**config.mk**
```make
export PLATFORM = sky130hd
export DESIGN_NAME = sflash_rd_master
export DESIGN_NICKNAME = d
export VERILOG_FILES = /design/src/rtl/sflash_pkg.sv /design/src/rtl/sflash_sck_gen.sv /design/src/rtl/sflash_byte_shifter.sv /design/src/rtl/sflash_rd_fsm.sv /design/src/rtl/sflash_rd_master.sv
export SDC_FILE = /design/constraint.sdc
export NUM_CORES = 1
export LEC_CHECK = 0
export ABC_AREA = 1
export BUFFER_PORTS_ARGS = -buffer_cell sky130_fd_sc_hd__buf_2
export CORE_MARGIN = 8
export CORE_UTILIZATION = 31
export DETAILED_ROUTE_END_ITERATION = 12
export MAX_ROUTING_LAYER = met4
export PLACE_DENSITY_LB_ADDON = 0.3
export SYNTH_ARGS = -nofsm -noshare
export SYNTH_HDL_FRONTEND = slang
export SYNTH_SLANG_ARGS = --single-unit
export TNS_END_PERCENT = 100
```
**constraint.sdc**
```tcl
create_clock -name clk -period 2.7 [get_ports clk]
set_clock_uncertainty 0.2 [all_clocks]
set_input_delay 0.81 -clock clk [delete_from_list [all_inputs] [get_ports clk]]
set_output_delay 0.81 -clock clk [all_outputs]
set_load 0.01 [all_outputs]
```
**src/rtl/sflash_pkg.sv**
```systemverilog
package sflash_pkg;
    localparam int BYTE_W = 8;
    localparam logic [BYTE_W-1:0] READ_OPCODE = 8'h03;
    localparam logic [BYTE_W-1:0] FILL_BYTE   = 8'h00;

    typedef enum logic [2:0] {
        ST_IDLE,
        ST_OPCODE,
        ST_ADDR,
        ST_DATA,
        ST_TRAIL
    } rd_state_t;
endpackage

```
**src/rtl/sflash_sck_gen.sv**
```systemverilog
module sflash_sck_gen #(
    parameter int DIV_W = 8
) (
    input  logic             clk,
    input  logic             rst_n,
    input  logic             run,
    input  logic             hold,
    input  logic [DIV_W-1:0] half_period,
    output logic             sck,
    output logic             tick,
    output logic             rise_tick,
    output logic             fall_tick
);
    logic [DIV_W-1:0] cnt_q;
    logic [DIV_W-1:0] limit;

    // A zero setting is clamped to one system clock per phase.
    always_comb begin
        limit     = (half_period == '0) ? DIV_W'(1) : half_period;
        tick      = run && (cnt_q == limit - DIV_W'(1));
        rise_tick = tick && !hold && !sck;
        fall_tick = tick && !hold && sck;
    end

    always_ff @(posedge clk or negedge rst_n) begin
        if (!rst_n) begin
            cnt_q <= '0;
            sck   <= 1'b0;
        end else if (!run) begin
            cnt_q <= '0;
            sck   <= 1'b0;
        end else if (tick) begin
            cnt_q <= '0;
            if (!hold) begin
                sck <= ~sck;
            end
        end else begin
            cnt_q <= cnt_q + DIV_W'(1);
        end
    end

    // A phase never ends before it has lasted at least one full count.
    p_phase_len_r7: assert property (@(posedge clk) disable iff (!rst_n)
        (run && $past(run) && !$past(tick) && $past(cnt_q) < $past(limit) - DIV_W'(1))
            |-> $stable(sck));
endmodule

```
**src/rtl/sflash_byte_shifter.sv**
```systemverilog
module sflash_byte_shifter
    import sflash_pkg::*;
(
    input  logic              clk,
    input  logic              rst_n,
    input  logic              load,
    input  logic [BYTE_W-1:0] load_byte,
    input  logic              rise_tick,
    input  logic              fall_tick,
    input  logic              miso,
    output logic              mosi,
    output logic [BYTE_W-1:0] rx_byte,
    output logic              byte_done
);
    localparam int BIT_W = $clog2(BYTE_W);

    logic [BYTE_W-1:0] tx_q;
    logic [BYTE_W-1:0] rx_q;
    logic [BIT_W-1:0]  bit_q;

    // Most significant bit leaves first; the last fall of a byte ends it.
    assign mosi      = tx_q[BYTE_W-1];
    assign rx_byte   = rx_q;
    assign byte_done = fall_tick && (bit_q == BIT_W'(BYTE_W - 1));

    always_ff @(posedge clk or negedge rst_n) begin
        if (!rst_n) begin
            tx_q  <= '0;
            rx_q  <= '0;
            bit_q <= '0;
        end else begin
            if (rise_tick) begin
                rx_q <= {rx_q[BYTE_W-2:0], miso};
            end
            if (load) begin
                tx_q  <= load_byte;
                bit_q <= '0;
            end else if (fall_tick) begin
                tx_q  <= {tx_q[BYTE_W-2:0], 1'b0};
                bit_q <= bit_q + BIT_W'(1);
            end
        end
    end

    // The outgoing bit is held across every rising clock edge.
    p_tx_hold_r2: assert property (@(posedge clk) disable iff (!rst_n)
        $past(rise_tick) |-> $stable(mosi));
endmodule

```
**src/rtl/sflash_rd_fsm.sv**
```systemverilog
module sflash_rd_fsm
    import sflash_pkg::*;
#(
    parameter int ADDR_W = 24,
    parameter int CNT_W  = 16
) (
    input  logic              clk,
    input  logic              rst_n,
    input  logic              start,
    input  logic [ADDR_W-1:0] start_addr,
    input  logic [CNT_W-1:0]  byte_count,
    input  logic              tick,
    input  logic              byte_done,
    input  logic [BYTE_W-1:0] rx_byte,
    output logic              ready,
    output logic              cs_n,
    output logic              run,
    output logic              hold,
    output logic              load,
    output logic [BYTE_W-1:0] load_byte,
    output logic [BYTE_W-1:0] rd_data,
    output logic              rd_valid
);
    localparam int ADDR_BYTES = ADDR_W / BYTE_W;
    localparam int AIDX_W     = (ADDR_BYTES > 1) ? $clog2(ADDR_BYTES) : 1;
    localparam logic [AIDX_W-1:0] LAST_AIDX = AIDX_W'(ADDR_BYTES - 1);

    rd_state_t         state_q, state_d;
    logic [ADDR_W-1:0] addr_q, addr_d;
    logic [CNT_W-1:0]  remain_q, remain_d;
    logic [AIDX_W-1:0] aidx_q, aidx_d;
    logic [BYTE_W-1:0] data_q, data_d;
    logic              valid_q, valid_d;

    // Address bytes are taken from the top of the address downwards.
    function automatic logic [BYTE_W-1:0] addr_byte(input logic [ADDR_W-1:0] a,
                                                    input logic [AIDX_W-1:0] idx);
        logic [ADDR_W-1:0] sh;
        sh = a << (BYTE_W * int'(idx));
        return sh[ADDR_W-1 -: BYTE_W];
    endfunction

    // State register process.
    always_ff @(posedge clk or negedge rst_n) begin
        if (!rst_n) begin
            state_q  <= ST_IDLE;
            addr_q   <= '0;
            remain_q <= '0;
            aidx_q   <= '0;
            data_q   <= '0;
            valid_q  <= 1'b0;
        end else begin
            state_q  <= state_d;
            addr_q   <= addr_d;
            remain_q <= remain_d;
            aidx_q   <= aidx_d;
            data_q   <= data_d;
            valid_q  <= valid_d;
        end
    end

    // Transitions and byte loading.
    always_comb begin
        state_d   = state_q;
        addr_d    = addr_q;
        remain_d  = remain_q;
        aidx_d    = aidx_q;
        data_d    = data_q;
        valid_d   = 1'b0;
        load      = 1'b0;
        load_byte = FILL_BYTE;
        unique case (state_q)
            ST_IDLE: begin
                if (start && byte_count != '0) begin
                    addr_d    = start_addr;
                    remain_d  = byte_count;
                    aidx_d    = '0;
                    load      = 1'b1;
                    load_byte = READ_OPCODE;
                    state_d   = ST_OPCODE;
                end
            end
            ST_OPCODE: begin
                if (byte_done) begin
                    load      = 1'b1;
                    load_byte = addr_byte(addr_q, '0);
                    aidx_d    = '0;
                    state_d   = ST_ADDR;
                end
            end
            ST_ADDR: begin
                if (byte_done) begin
                    load = 1'b1;
                    if (aidx_q == LAST_AIDX) begin
                        load_byte = FILL_BYTE;
                        state_d   = ST_DATA;
                    end else begin
                        load_byte = addr_byte(addr_q, aidx_q + AIDX_W'(1));
                        aidx_d    = aidx_q + AIDX_W'(1);
                    end
                end
            end
            ST_DATA: begin
                if (byte_done) begin
                    data_d   = rx_byte;
                    valid_d  = 1'b1;
                    remain_d = remain_q - CNT_W'(1);
                    if (remain_q == CNT_W'(1)) begin
                        state_d = ST_TRAIL;
                    end else begin
                        load      = 1'b1;
                        load_byte = FILL_BYTE;
                    end
                end
            end
            ST_TRAIL: begin
                if (tick) begin
                    state_d = ST_IDLE;
                end
            end
            default: state_d = ST_IDLE;
        endcase
    end

    // Output process.
    always_comb begin
        ready    = (state_q == ST_IDLE);
        cs_n     = (state_q == ST_IDLE);
        run      = (state_q != ST_IDLE);
        hold     = (state_q == ST_TRAIL);
        rd_data  = data_q;
        rd_valid = valid_q;
    end

    p_busy_start_r8: assert property (@(posedge clk) disable iff (!rst_n)
        (!ready && start) |=> $stable(addr_q));

    p_zero_count_r9: assert property (@(posedge clk) disable iff (!rst_n)
        (ready && start && byte_count == '0) |=> (ready && cs_n));

    p_valid_pulse_r6: assert property (@(posedge clk) disable iff (!rst_n)
        rd_valid |=> !rd_valid);
endmodule

```
**src/rtl/sflash_rd_master.sv**
```systemverilog
module sflash_rd_master
    import sflash_pkg::*;
#(
    parameter int ADDR_W = 24,
    parameter int CNT_W  = 16,
    parameter int DIV_W  = 8
) (
    input  logic              clk,
    input  logic              rst_n,
    input  logic              start,
    input  logic [ADDR_W-1:0] start_addr,
    input  logic [CNT_W-1:0]  byte_count,
    input  logic [DIV_W-1:0]  half_period,
    output logic              ready,
    output logic [BYTE_W-1:0] rd_data,
    output logic              rd_valid,
    output logic              spi_sck,
    output logic              spi_cs_n,
    output logic              spi_mosi,
    input  logic              spi_miso
);
    logic              run, hold, tick, rise_tick, fall_tick;
    logic              load, byte_done;
    logic [BYTE_W-1:0] load_byte, rx_byte;

    sflash_sck_gen #(.DIV_W(DIV_W)) u_sck (
        .clk         (clk),
        .rst_n       (rst_n),
        .run         (run),
        .hold        (hold),
        .half_period (half_period),
        .sck         (spi_sck),
        .tick        (tick),
        .rise_tick   (rise_tick),
        .fall_tick   (fall_tick)
    );

    sflash_byte_shifter u_shift (
        .clk       (clk),
        .rst_n     (rst_n),
        .load      (load),
        .load_byte (load_byte),
        .rise_tick (rise_tick),
        .fall_tick (fall_tick),
        .miso      (spi_miso),
        .mosi      (spi_mosi),
        .rx_byte   (rx_byte),
        .byte_done (byte_done)
    );

    sflash_rd_fsm #(.ADDR_W(ADDR_W), .CNT_W(CNT_W)) u_fsm (
        .clk        (clk),
        .rst_n      (rst_n),
        .start      (start),
        .start_addr (start_addr),
        .byte_count (byte_count),
        .tick       (tick),
        .byte_done  (byte_done),
        .rx_byte    (rx_byte),
        .ready      (ready),
        .cs_n       (spi_cs_n),
        .run        (run),
        .hold       (hold),
        .load       (load),
        .load_byte  (load_byte),
        .rd_data    (rd_data),
        .rd_valid   (rd_valid)
    );

    p_sck_idle_r1: assert property (@(posedge clk) disable iff (!rst_n)
        spi_cs_n |-> !spi_sck);

    p_mosi_setup_r2: assert property (@(posedge clk) disable iff (!rst_n)
        $rose(spi_sck) |-> $stable(spi_mosi));

    p_frame_end_r4: assert property (@(posedge clk) disable iff (!rst_n)
        $rose(spi_cs_n) |-> $past(!spi_sck));

    p_ready_idle_r8: assert property (@(posedge clk) disable iff (!rst_n)
        ready |-> (spi_cs_n && !spi_sck));
endmodule

```
==> results of run 1 <==
## worst max-delay path, delay by kind of cell
family	cells	cell delay, ns
and+or+nand+nor	14	1.15
AOI/OAI and AO/OA	1	0.30
buffers and inverters	2	0.25
adders and majority gates	1	0.25
xor gates and xnor gates	1	0.15
## flip-flops by register name, summed over array words and instances (netlist names), 2 cells and up
name and cells:
u_fsm.addr_q 24, u_fsm.remain_q 16, u_fsm.rd_data 8, u_sck.cnt_q 8, u_shift.rx_byte 8, u_shift.tx_q 8, u_fsm.state_q 3, u_shift.bit_q 3
u_fsm.aidx_q 2
## layer usage
metal | vias up | wire length (um)
li1 | 2229 | -
met1 | 1831 | 5672
met2 | 59 | 4979
met3 | 11 | 475
met4 | 0 | 141
met5 | - | 0
## cell families (layout without fill, tap and decap cells)
| kind of cell | count (synthesis) | count (layout) | synth area share (%) |
|---|---|---|---|
| AO/OA/AOI/OAI | 110 | 110 | 12.95 |
| buffers and inverters | 96 | 203 | 8.279 |
| AND/OR/NAND/NOR | 325 | 326 | 30.10 |
| adder cells (fa/ha/maj) | 7 | 7 | 1.900 |
| XOR/XNOR | 11 | 11 | 2.253 |
| flip-flops | 82 | 82 | 44.52 |
## repair_timing
item / CTS / global route
gates cloned: 1 / 1
pin swaps: 13 / 14
gates resized for setup: 22 / 36
hold buffers: 0 / 0
setup endpoints to repair: 47 / 50
setup buffers: 7 / 4
## Yosys cell counts (all sizes together) (7+ instances only)
cell type    n  area (um2)
a21oi       21       105.1
clkbuf      10       37.54
dfrtp       82        2052
ha           7       87.58
inv         79       296.5
nand2      222       853.3
nand3       22       110.1
nand4        7       58.81
nor2        58       260.2
o21ai       70       350.3
xor2         8       77.58
## final cells by class
type / instances / share of cell area, %
multi-input combinational: 454 / 39.31
sequential: 82 / 34.15
clock inverter: 5 / 0.9369
timing repair buffer: 108 / 12.93
clock buffer: 10 / 3.810
inverter: 80 / 5.039
tap: 184 / 3.831
## power by group through the flow
stage | combinational, mW | sequential, mW | clock (mW)
floorplan | 1.72 | 1.84 | 0
global placement | 2.37 | 1.91 | 0
detailed placement | 2.40 | 1.91 | 0
CTS | 2.52 | 1.90 | 1.24
global route | 3.01 | 1.96 | 1.29
finish | 2.60 | 1.90 | 1.20
## worst paths after layout
check	from	end	slack, ns	depth (start not counted)
max reg2reg	u_fsm.state_q[2]	u_fsm.state_q[0]	0.42	14
min reg2reg	u_fsm.rd_data[7]	u_fsm.rd_data[7]	0.26	2
min	rst_n	u_fsm.addr_q[11]	0.26	1
max	half_period[4]	u_fsm.state_q[0]	-0.18	19
max in group asynchronous	rst_n	u_fsm.remain_q[10]	1.46	2
min in group clk	u_fsm.rd_data[7]	u_fsm.rd_data[7]	0.27	2
==> impl_metrics.env, run 1 <==
export IMPL_routedWlPerCell_um=12.21
export IMPL_cts_max_level=3
export IMPL_instances_no_fill=923
export IMPL_violations="negative setup slack"
export IMPL_clock_latency_ns=0.34
export IMPL_final_max_slew_viol_count=0
export IMPL_grt_pass1_wl_mm=19.51
export IMPL_cts_sinks=82
export IMPL_clock_fmax_mhz=346.9
export IMPL_hp_class="in -> async"
export IMPL_dp_slack_ns=-0.5732
export IMPL_firstDrtPassIters=4
export IMPL_final_util_pct=41.35
export IMPL_setup_tns_ns=-4.387
export IMPL_drc_errors=0
export IMPL_switching_share_pct=41.56
export IMPL_max_cap_viol_count=0
export IMPL_die_x_um=137.9
export IMPL_async_flop_share_pct=100.0
export IMPL_dp_cells=895
export IMPL_hold_viol_final=0
export IMPL_yosys_cell_types_count=37
export IMPL_required_ns=2.73
export IMPL_drtAntennaViolNets=0
export IMPL_ys_ff_latch=82
export IMPL_layout_min_cycle_time_ns=2.883
export IMPL_ir_drop_v=0.0004561
export IMPL_top_usage_layer="met2"
export IMPL_mostFrequentLayoutCells="195 x nand2_1, 82 x dfrtp_1, 73 x inv_1"
export IMPL_grt_use_met1_pct=16.69
export IMPL_clk_pin_slew_ns=0.06
export IMPL_syn_cell_area_um2=4609
export IMPL_drt_iter0_markers=207
export IMPL_grtUsageMet3_pct=3.696
export IMPL_critPathCaptureType="flip-flop"
export IMPL_antenna_found_initial=0
export IMPL_place_area_um2=5408
export IMPL_critPathKind="in -> reg"
export IMPL_antennaDiodeCount=0
export IMPL_root_buffer="clkbuf_16"
export IMPL_met2_usage_pct=19.95
export IMPL_pwr_share_seq_pct=33.4
export IMPL_syn_to_final_growth_pct=30.37
export IMPL_die_y_um=137.9
export IMPL_port_buffers=64
export IMPL_syn_nets=690
export IMPL_synthesis_instances=631
export IMPL_relSlewSlack_pct=61.92
export IMPL_postSynthAreaPerCell_um2=7.305
export IMPL_power_internal_mw=3.333
export IMPL_synth_edf_count=0
export IMPL_max_stage_delay_ns=0.30
export IMPL_crit_chain="buf_8, nor2_4, nand2_2, nor2_4, nor2_4, ha_4, xor2_1, nand2_1, nor2_2, nand2_1, nor2_1, nand2_1, nor2_4, nand4_4, a21boi_4, buf_6, nand2_4, nand2_2, nand2_1"
export IMPL_power_leakage_nw=3.033
export IMPL_finalCritPeriodShare_pct=106.8
export IMPL_rsz0062_at_grt="yes"
export IMPL_wl_mm=11.27
export IMPL_die_area_um2=19030
export IMPL_start_util_pct=31.71
export IMPL_final_seq_area_um2=2052
export IMPL_worst_slack_ns=-0.1828
export IMPL_grt_pass1_vias=4178
export IMPL_multiInputGateArea_um2=2362
export IMPL_cp_arrival_ns=2.91
export IMPL_finalSetupViolCount=39
export IMPL_ys_seq_area_share_pct=44.52
export IMPL_holdWs_ns=0.2650
export IMPL_crit_fanout=4
export IMPL_finish_instance_area_um2=6010
export IMPL_final_common_cell="nand2_1"
export IMPL_p_comb_share_pct=45.5
export IMPL_fin_total_pwr_mw=5.704
export IMPL_coreArea_um2=14530
export IMPL_grtUsageTotal_pct=13.06
export IMPL_p_switching_mw=2.371
export IMPL_dr_total_vias=4130
export IMPL_clock_power_share_pct=21.1
export IMPL_place_gp_congestion=0.8108
export IMPL_tightestPinTransition_ns=0.5713
export IMPL_layout_drive_gt1_share_pct=24.90
export IMPL_grt_max_degree=44
export IMPL_synthFlopType="dfrtp_1"
export IMPL_cp_slowest_cell="a21boi_4"
export IMPL_fin_nets=794
export IMPL_start_kind="input port"
export IMPL_cts_buffers=9
export IMPL_power_density_nw_per_um2=949.1
export IMPL_ios=65
export IMPL_detail_route_vias_per_cell=4.475
export IMPL_tritoncts="built"
export IMPL_overflow=0
export IMPL_dp_hpwl_mm=8.097
export IMPL_rows=44
export IMPL_yosys_warnings=0
export IMPL_nFillCells=1544
export IMPL_status="complete, but fails checks"
export IMPL_clk_path_buf_depth=2
(Power assumes the default switching activity.)
==> run 2, diff against run 1 <==
--- a/config.mk
+++ b/config.mk
@@ -5,7 +5,7 @@
 export SDC_FILE = /design/constraint.sdc
 export NUM_CORES = 1
 export LEC_CHECK = 0
-export ABC_AREA = 1
+export ABC_AREA = 0
 export BUFFER_PORTS_ARGS = -buffer_cell sky130_fd_sc_hd__buf_2
 export CORE_MARGIN = 8
 export CORE_UTILIZATION = 31
==> impl_metrics.env, run 2 <==
export IMPL_status="complete, but fails checks"
export IMPL_violations="negative setup slack"
export IMPL_cts_buffers=9
export IMPL_netlist_area_leader_share_pct=47.34
export IMPL_mostFrequentLayoutCells="88 x nand2_1, 82 x dfrtp_1, 61 x buf_2"
export IMPL_cts_sinks=82
export IMPL_final_util_pct=44.25
export IMPL_tritoncts="built"
export IMPL_synthTopCellsByArea="dfrtp_1 47%, nand2_1 7.8%, nor2_1 4.3%, mux2i_1 3.7%, o21ai_0 3.5%"
export IMPL_overflow=0
export IMPL_hp_class="in -> async"
export IMPL_synth_edf_count=0
export IMPL_relSlewSlack_pct=69.08
export IMPL_rows=43
export IMPL_async_flop_share_pct=100.0
export IMPL_grt_max_degree=35
export IMPL_drt_iter0_markers=216
export IMPL_yosys_warnings=0
export IMPL_grtUsageTotal_pct=13.10
export IMPL_dp_hpwl_mm=8.160
export IMPL_yosysMostFrequentCell="nand2_1"
export IMPL_hold_viol_final=0
export IMPL_critPathCaptureType="flip-flop"
export IMPL_crit_fanout=4
export IMPL_clock_fmax_mhz=283.3
export IMPL_antenna_found_initial=0
export IMPL_synthesis_instances=466
export IMPL_dr_total_vias=3885
export IMPL_final_max_slew_viol_count=0
export IMPL_wl_met2_mm=5.684
export IMPL_antennaDiodeCount=0
export IMPL_place_gp_congestion=0.8215
export IMPL_ir_drop_v=0.0002693
export IMPL_dr_max_layer_used="met4"
export IMPL_max_cap_viol_count=0
export IMPL_tightestPinTransition_ns=0.4603
export IMPL_reg2reg_setup_slack_ns=-0.12
export IMPL_power_density_nw_per_um2=667.6
export IMPL_final_common_cell="nand2_1"
export IMPL_max_stage_delay_ns=0.40
export IMPL_critPathKind="in -> reg"
export IMPL_firstDrtPassIters=4
export IMPL_wl_mm=11.50
export IMPL_die_x_um=134.2
export IMPL_ios=65
export IMPL_synthFlopType="dfrtp_1"
export IMPL_layout_min_cycle_time_ns=3.530
export IMPL_layout_drive_gt1_share_pct=35.23
export IMPL_power_leakage_nw=3.060
export IMPL_root_buffer="clkbuf_16"
export IMPL_finalSetupViolCount=58
export IMPL_die_area_um2=18020
export IMPL_wl_met1_mm=5.251
export IMPL_dr_wl_met3_um=345
export IMPL_routedWlPerCell_um=14.77
export IMPL_postSynthAreaPerCell_um2=9.301
export IMPL_yosys_cell_types_count=57
export IMPL_die_y_um=134.2
export IMPL_drc_errors=0
export IMPL_port_buffers=64
export IMPL_grt_pass1_wl_mm=18.97
export IMPL_holdWs_ns=0.1531
export IMPL_cts_max_level=3
export IMPL_ys_ff_latch=82
export IMPL_syn_nets=525
export IMPL_syn_to_final_growth_pct=40.62
export IMPL_finalCritPeriodShare_pct=130.7
export IMPL_coreArea_um2=13770
export IMPL_start_util_pct=31.47
export IMPL_drtAntennaViolNets=0
export IMPL_top_register="u_fsm.addr_q"
export IMPL_start_kind="input port"
export IMPL_clk_pin_slew_ns=0.06
export IMPL_crit_chain="buf_8, nor4_4, a21oi_2, ha_4, xnor2_2, a2111oi_2, nand4_1, a2111oi_4, buf_4, nand2_4, nor3_4, clkbuf_16, mux2_4"
export IMPL_grt_pass1_vias=4048
export IMPL_largest_reg_flops=24
export IMPL_cp_slowest_cell="a2111oi_4"
export IMPL_ys_seq_area_share_pct=47.34
export IMPL_yosysTopAreaCell="dfrtp_1"
export IMPL_clk_path_buf_depth=2
export IMPL_fin_nets=653
export IMPL_cp_arrival_ns=3.55
export IMPL_worst_path_buf_inv=3
export IMPL_syn_cell_area_um2=4334
export IMPL_rsz0062_at_grt="yes"
export IMPL_required_ns=2.72
export IMPL_yosys_top_cells_count="90 x nand2_1, 82 x dfrtp_1, 50 x nor2_1, 30 x o21ai_0, 16 x mux2i_1"
export IMPL_clock_latency_ns=0.34
export IMPL_detail_route_vias_per_cell=4.987
export IMPL_worst_slack_ns=-0.8299
export IMPL_critPathTopFamily="compound AO/OA/AOI/OAI gates"
export IMPL_reg_top3="u_fsm.addr_q (24), u_fsm.remain_q (16)"
==> run 2: stage by stage <==
step	setup slack, ns	total power, mW	instance area, um2	TNS (ns)	std cells
final	-0.8299	4.069	6095	-40.23	779
after global routing	-0.9956	4.306	6095	-50.64	779
after CTS	-0.7800	4.023	5941	-37.82	775
after detailed placement	-1.181	2.588	5341	-61.53	751
after global placement	-1.131	2.546	5341	-58.50	751
after floorplan	-1.043	2.227	4375	-48.50	466
==> run 2: worst paths after layout <==
path                             startpoint                 end  depth (start not counted)
min reg2reg                 u_fsm.addr_q[2]     u_fsm.addr_q[2]                          2
max                          half_period[3]  u_shift.rx_byte[5]                         13
min in group clk            u_fsm.addr_q[2]     u_fsm.addr_q[2]                          2
min                                   rst_n     u_shift.tx_q[0]                          1
max in group asynchronous             rst_n    u_fsm.addr_q[15]                          2
max reg2reg                u_fsm.state_q[0]  u_shift.rx_byte[5]                         10
==> run 2: area by class of cell <==
type / instances / area [um2]
clock buffers: 10 / 229.0
clock inverters: 6 / 105.1
fillers: 1343 / 7679
inverters: 10 / 37.54
multi-input cells: 354 / 2419
flip-flops and latches: 82 / 2052
well taps: 180 / 225.2
repair buffers: 137 / 1027
==> run 2: worst register-to-register path, delay by kind of cell (launching register included) <==
kind	cells	cell delay, ns
AOI/OAI and AO/OA	2	0.68
buffers and inverters	3	0.48
DFF	1	0.36
muxes	1	0.29
and+or+nand+nor	4	0.69
==> run 2: kinds of logic after synthesis <==
| kind of cell | synth area share (%) |
|---|---|
| compound gates | 15.21 |
| xor+xnor | 2.627 |
| simple gates | 21.45 |
| flops | 47.34 |
| buf+inv | 2.800 |
| fa+ha+maj | 2.021 |
| mux | 8.545 |
==> run 2: repair_timing <==
| item | in CTS | in global routing |
|---|---|---|
| endpoints found under the setup margin | 58 | 59 |
| pin swaps | 11 | 33 |
| resized for setup | 41 | 48 |
| gates cloned | 3 | 2 |
| hold buffers | 0 | 0 |
| buffers inserted | 6 | 5 |
==> run 2: metal layers <==
layer | track usage [%] | vias up
li1 | - | 1916
met1 | 15.46 | 1881
met2 | 21.81 | 69
met3 | 2.057 | 19
met4 | 5.552 | 0
met5 | - | -
==> run 2: power by group <==
group / internal (mW) / switching (mW) / total, mW
Clock: 0.899 / 0.482 / 1.38
Combinational: 0.461 / 0.464 / 0.925
Sequential: 1.51 / 0.257 / 1.76
==> run 3, diff against run 2 <==
--- a/config.mk
+++ b/config.mk
@@ -7,7 +7,7 @@
 export LEC_CHECK = 0
 export ABC_AREA = 0
 export BUFFER_PORTS_ARGS = -buffer_cell sky130_fd_sc_hd__buf_2
-export CORE_MARGIN = 8
+export CORE_MARGIN = 1.5
 export CORE_UTILIZATION = 31
 export DETAILED_ROUTE_END_ITERATION = 12
 export MAX_ROUTING_LAYER = met4
==> impl_metrics.env, run 3 (synthesized netlist as in run 2, its figures left out) <==
export IMPL_routedWlPerCell_um=14.01
export IMPL_start_kind="input port"
export IMPL_final_max_slew_viol_count=0
export IMPL_hold_viol_final=0
export IMPL_die_area_um2=14700
export IMPL_cts_max_level=3
export IMPL_setup_tns_ns=-37.53
export IMPL_clock_fmax_mhz=291.3
export IMPL_violations="negative setup slack"
export IMPL_start_util_pct=31.47
export IMPL_crit_fanout=9
export IMPL_clk_path_buf_depth=2
export IMPL_max_cap_viol_count=0
export IMPL_syn_to_final_growth_pct=40.62
export IMPL_rr_startpoint="u_sck.cnt_q[7]"
export IMPL_layout_min_cycle_time_ns=3.433
export IMPL_drc_errors=0
export IMPL_status="complete, but fails checks"
export IMPL_rsz0062_at_grt="yes"
export IMPL_required_ns=2.73
export IMPL_worst_slack_ns=-0.7335
export IMPL_critPathKind="in -> reg"
export IMPL_layout_drive_gt1_share_pct=36.54
export IMPL_power_leakage_nw=2.994
export IMPL_grtUsageTotal_pct=16.16
export IMPL_place_area_um2=5321
export IMPL_top_register="u_fsm.addr_q"
export IMPL_reg_top3="u_fsm.addr_q (24), u_fsm.remain_q (16)"
export IMPL_mostFrequentLayoutCells="89 x nand2_1, 82 x dfrtp_1, 61 x buf_2"
export IMPL_tightestPinTransition_ns=0.5367
export IMPL_final_util_pct=44.25
export IMPL_clock_latency_ns=0.34
export IMPL_drt_iter0_markers=140
export IMPL_final_common_cell="nand2_1"
export IMPL_grt_pass1_vias=3893
export IMPL_largest_reg_flops=24
export IMPL_port_buffers=64
export IMPL_antennaDiodeCount=0
export IMPL_grt_max_degree=39
export IMPL_power_density_nw_per_um2=641.4
export IMPL_wl_mm=10.96
export IMPL_reg2reg_setup_slack_ns=-0.01
export IMPL_fin_nets=656
export IMPL_rows=43
export IMPL_dr_total_vias=3819
export IMPL_coreArea_um2=13770
export IMPL_cts_buffers=9
export IMPL_hp_class="in -> async"
export IMPL_die_y_um=121.2
export IMPL_dp_hpwl_mm=7.593
export IMPL_detail_route_vias_per_cell=4.884
export IMPL_relSlewSlack_pct=64.09
export IMPL_die_x_um=121.2
export IMPL_ir_drop_v=0.0003397
export IMPL_cts_sinks=82
export IMPL_reg2reg_depth=10
export IMPL_cp_arrival_ns=3.46
export IMPL_finalSetupViolCount=58
export IMPL_overflow=0
export IMPL_drtAntennaViolNets=0
export IMPL_critPathCaptureType="flip-flop"
export IMPL_worstReg2RegEnd="u_shift.tx_q[6]"
export IMPL_finish_instance_area_um2=6095
export IMPL_place_gp_congestion=0.8442
export IMPL_antenna_found_initial=0
export IMPL_ios=65
export IMPL_root_buffer="clkbuf_16"
export IMPL_firstDrtPassIters=4
export IMPL_clk_pin_slew_ns=0.06
export IMPL_tritoncts="built"
export IMPL_grt_pass1_wl_mm=18.41
export IMPL_finalCritPeriodShare_pct=127.2
-- run 3: cell count changes in the layout (fill, tap and decap cells not counted), moves of 3 or more --
cell,before,now
buf_4,57,60
mux2_2,0,8
o21ai_1,8,16
clkinvlp_4,0,3
o22ai_2,0,3
o21ai_2,13,6
mux2_4,16,8
o22ai_1,5,2
-- run 3: metal layers --
metal / GRT usage [%] / vias to the layer above / wire length, um
li1: - / 1920 / -
met1: 19.86 / 1819 / 5011
met2: 27.02 / 62 / 5447
met3: 1.833 / 18 / 253
met4: 6.985 / 0 / 246
met5: - / - / 0
-- run 3: area by class of cell --
| type | instances | area (um2) |
|---|---|---|
| Fill cell | 1345 | 7679 |
| Inverter | 10 | 37.54 |
| Sequential cell | 82 | 2052 |
| Timing Repair Buffer | 139 | 1010 |
| Tap cell | 180 | 225.2 |
| Clock buffer | 10 | 239.0 |
| Multi-Input combinational cell | 355 | 2465 |
| Clock inverter | 6 | 66.31 |
-- run 3: how the worst max path moves through the flow --
stage	from	to	slack (ns)	cells past startpoint
floorplan	half_period[4]	u_shift.rx_byte[0]	-1.04	9
global placement	half_period[4]	u_shift.rx_byte[0]	-1.13	12
detailed placement	half_period[4]	u_shift.rx_byte[2]	-1.31	13
CTS	half_period[1]	u_fsm.rd_data[3]	-0.75	11
global route	half_period[1]	u_shift.rx_byte[5]	-0.87	12
finish	half_period[1]	u_shift.rx_byte[2]	-0.73	12
-- run 3: timing repair --
item	4_1_cts	5_1_grt
pin swaps	22	6
buffers inserted	11	2
gates resized for setup	71	25
hold buffers	0	0
cloned	3	1
endpoints found under the setup margin	58	60
-- run 3: metrics by stage --
step                      hold WS, ns  total power, mW  worst slack (ns)  instances
after CTS                      0.1847            3.915           -0.7455        779
after global placement         0.2591            2.546            -1.132        750
after detailed placement       0.2634            2.579            -1.313        750
after global routing           0.1972            4.159           -0.8719        782
after floorplan                0.2450            2.227            -1.043        466
final                          0.1726            3.909           -0.7335        782
-- run 3: critical path, cell delays in order --
cell and delay (ns):
buf_8 0.10, nor4_4 0.31, a21oi_2 0.11, ha_2 0.20, and3b_1 0.17, or4_4 0.49
a2111oi_4 0.35, buf_4 0.21, nand2_2 0.08, nor3_4 0.15, buf_12 0.15, mux2_2 0.33
-- run 3: report_power, final --
group          switching, mW  internal, mW  total [mW]
clock                  0.497         0.741        1.24
combinational          0.466         0.451       0.916
sequential             0.248          1.51        1.75
total                   1.21          2.70        3.91
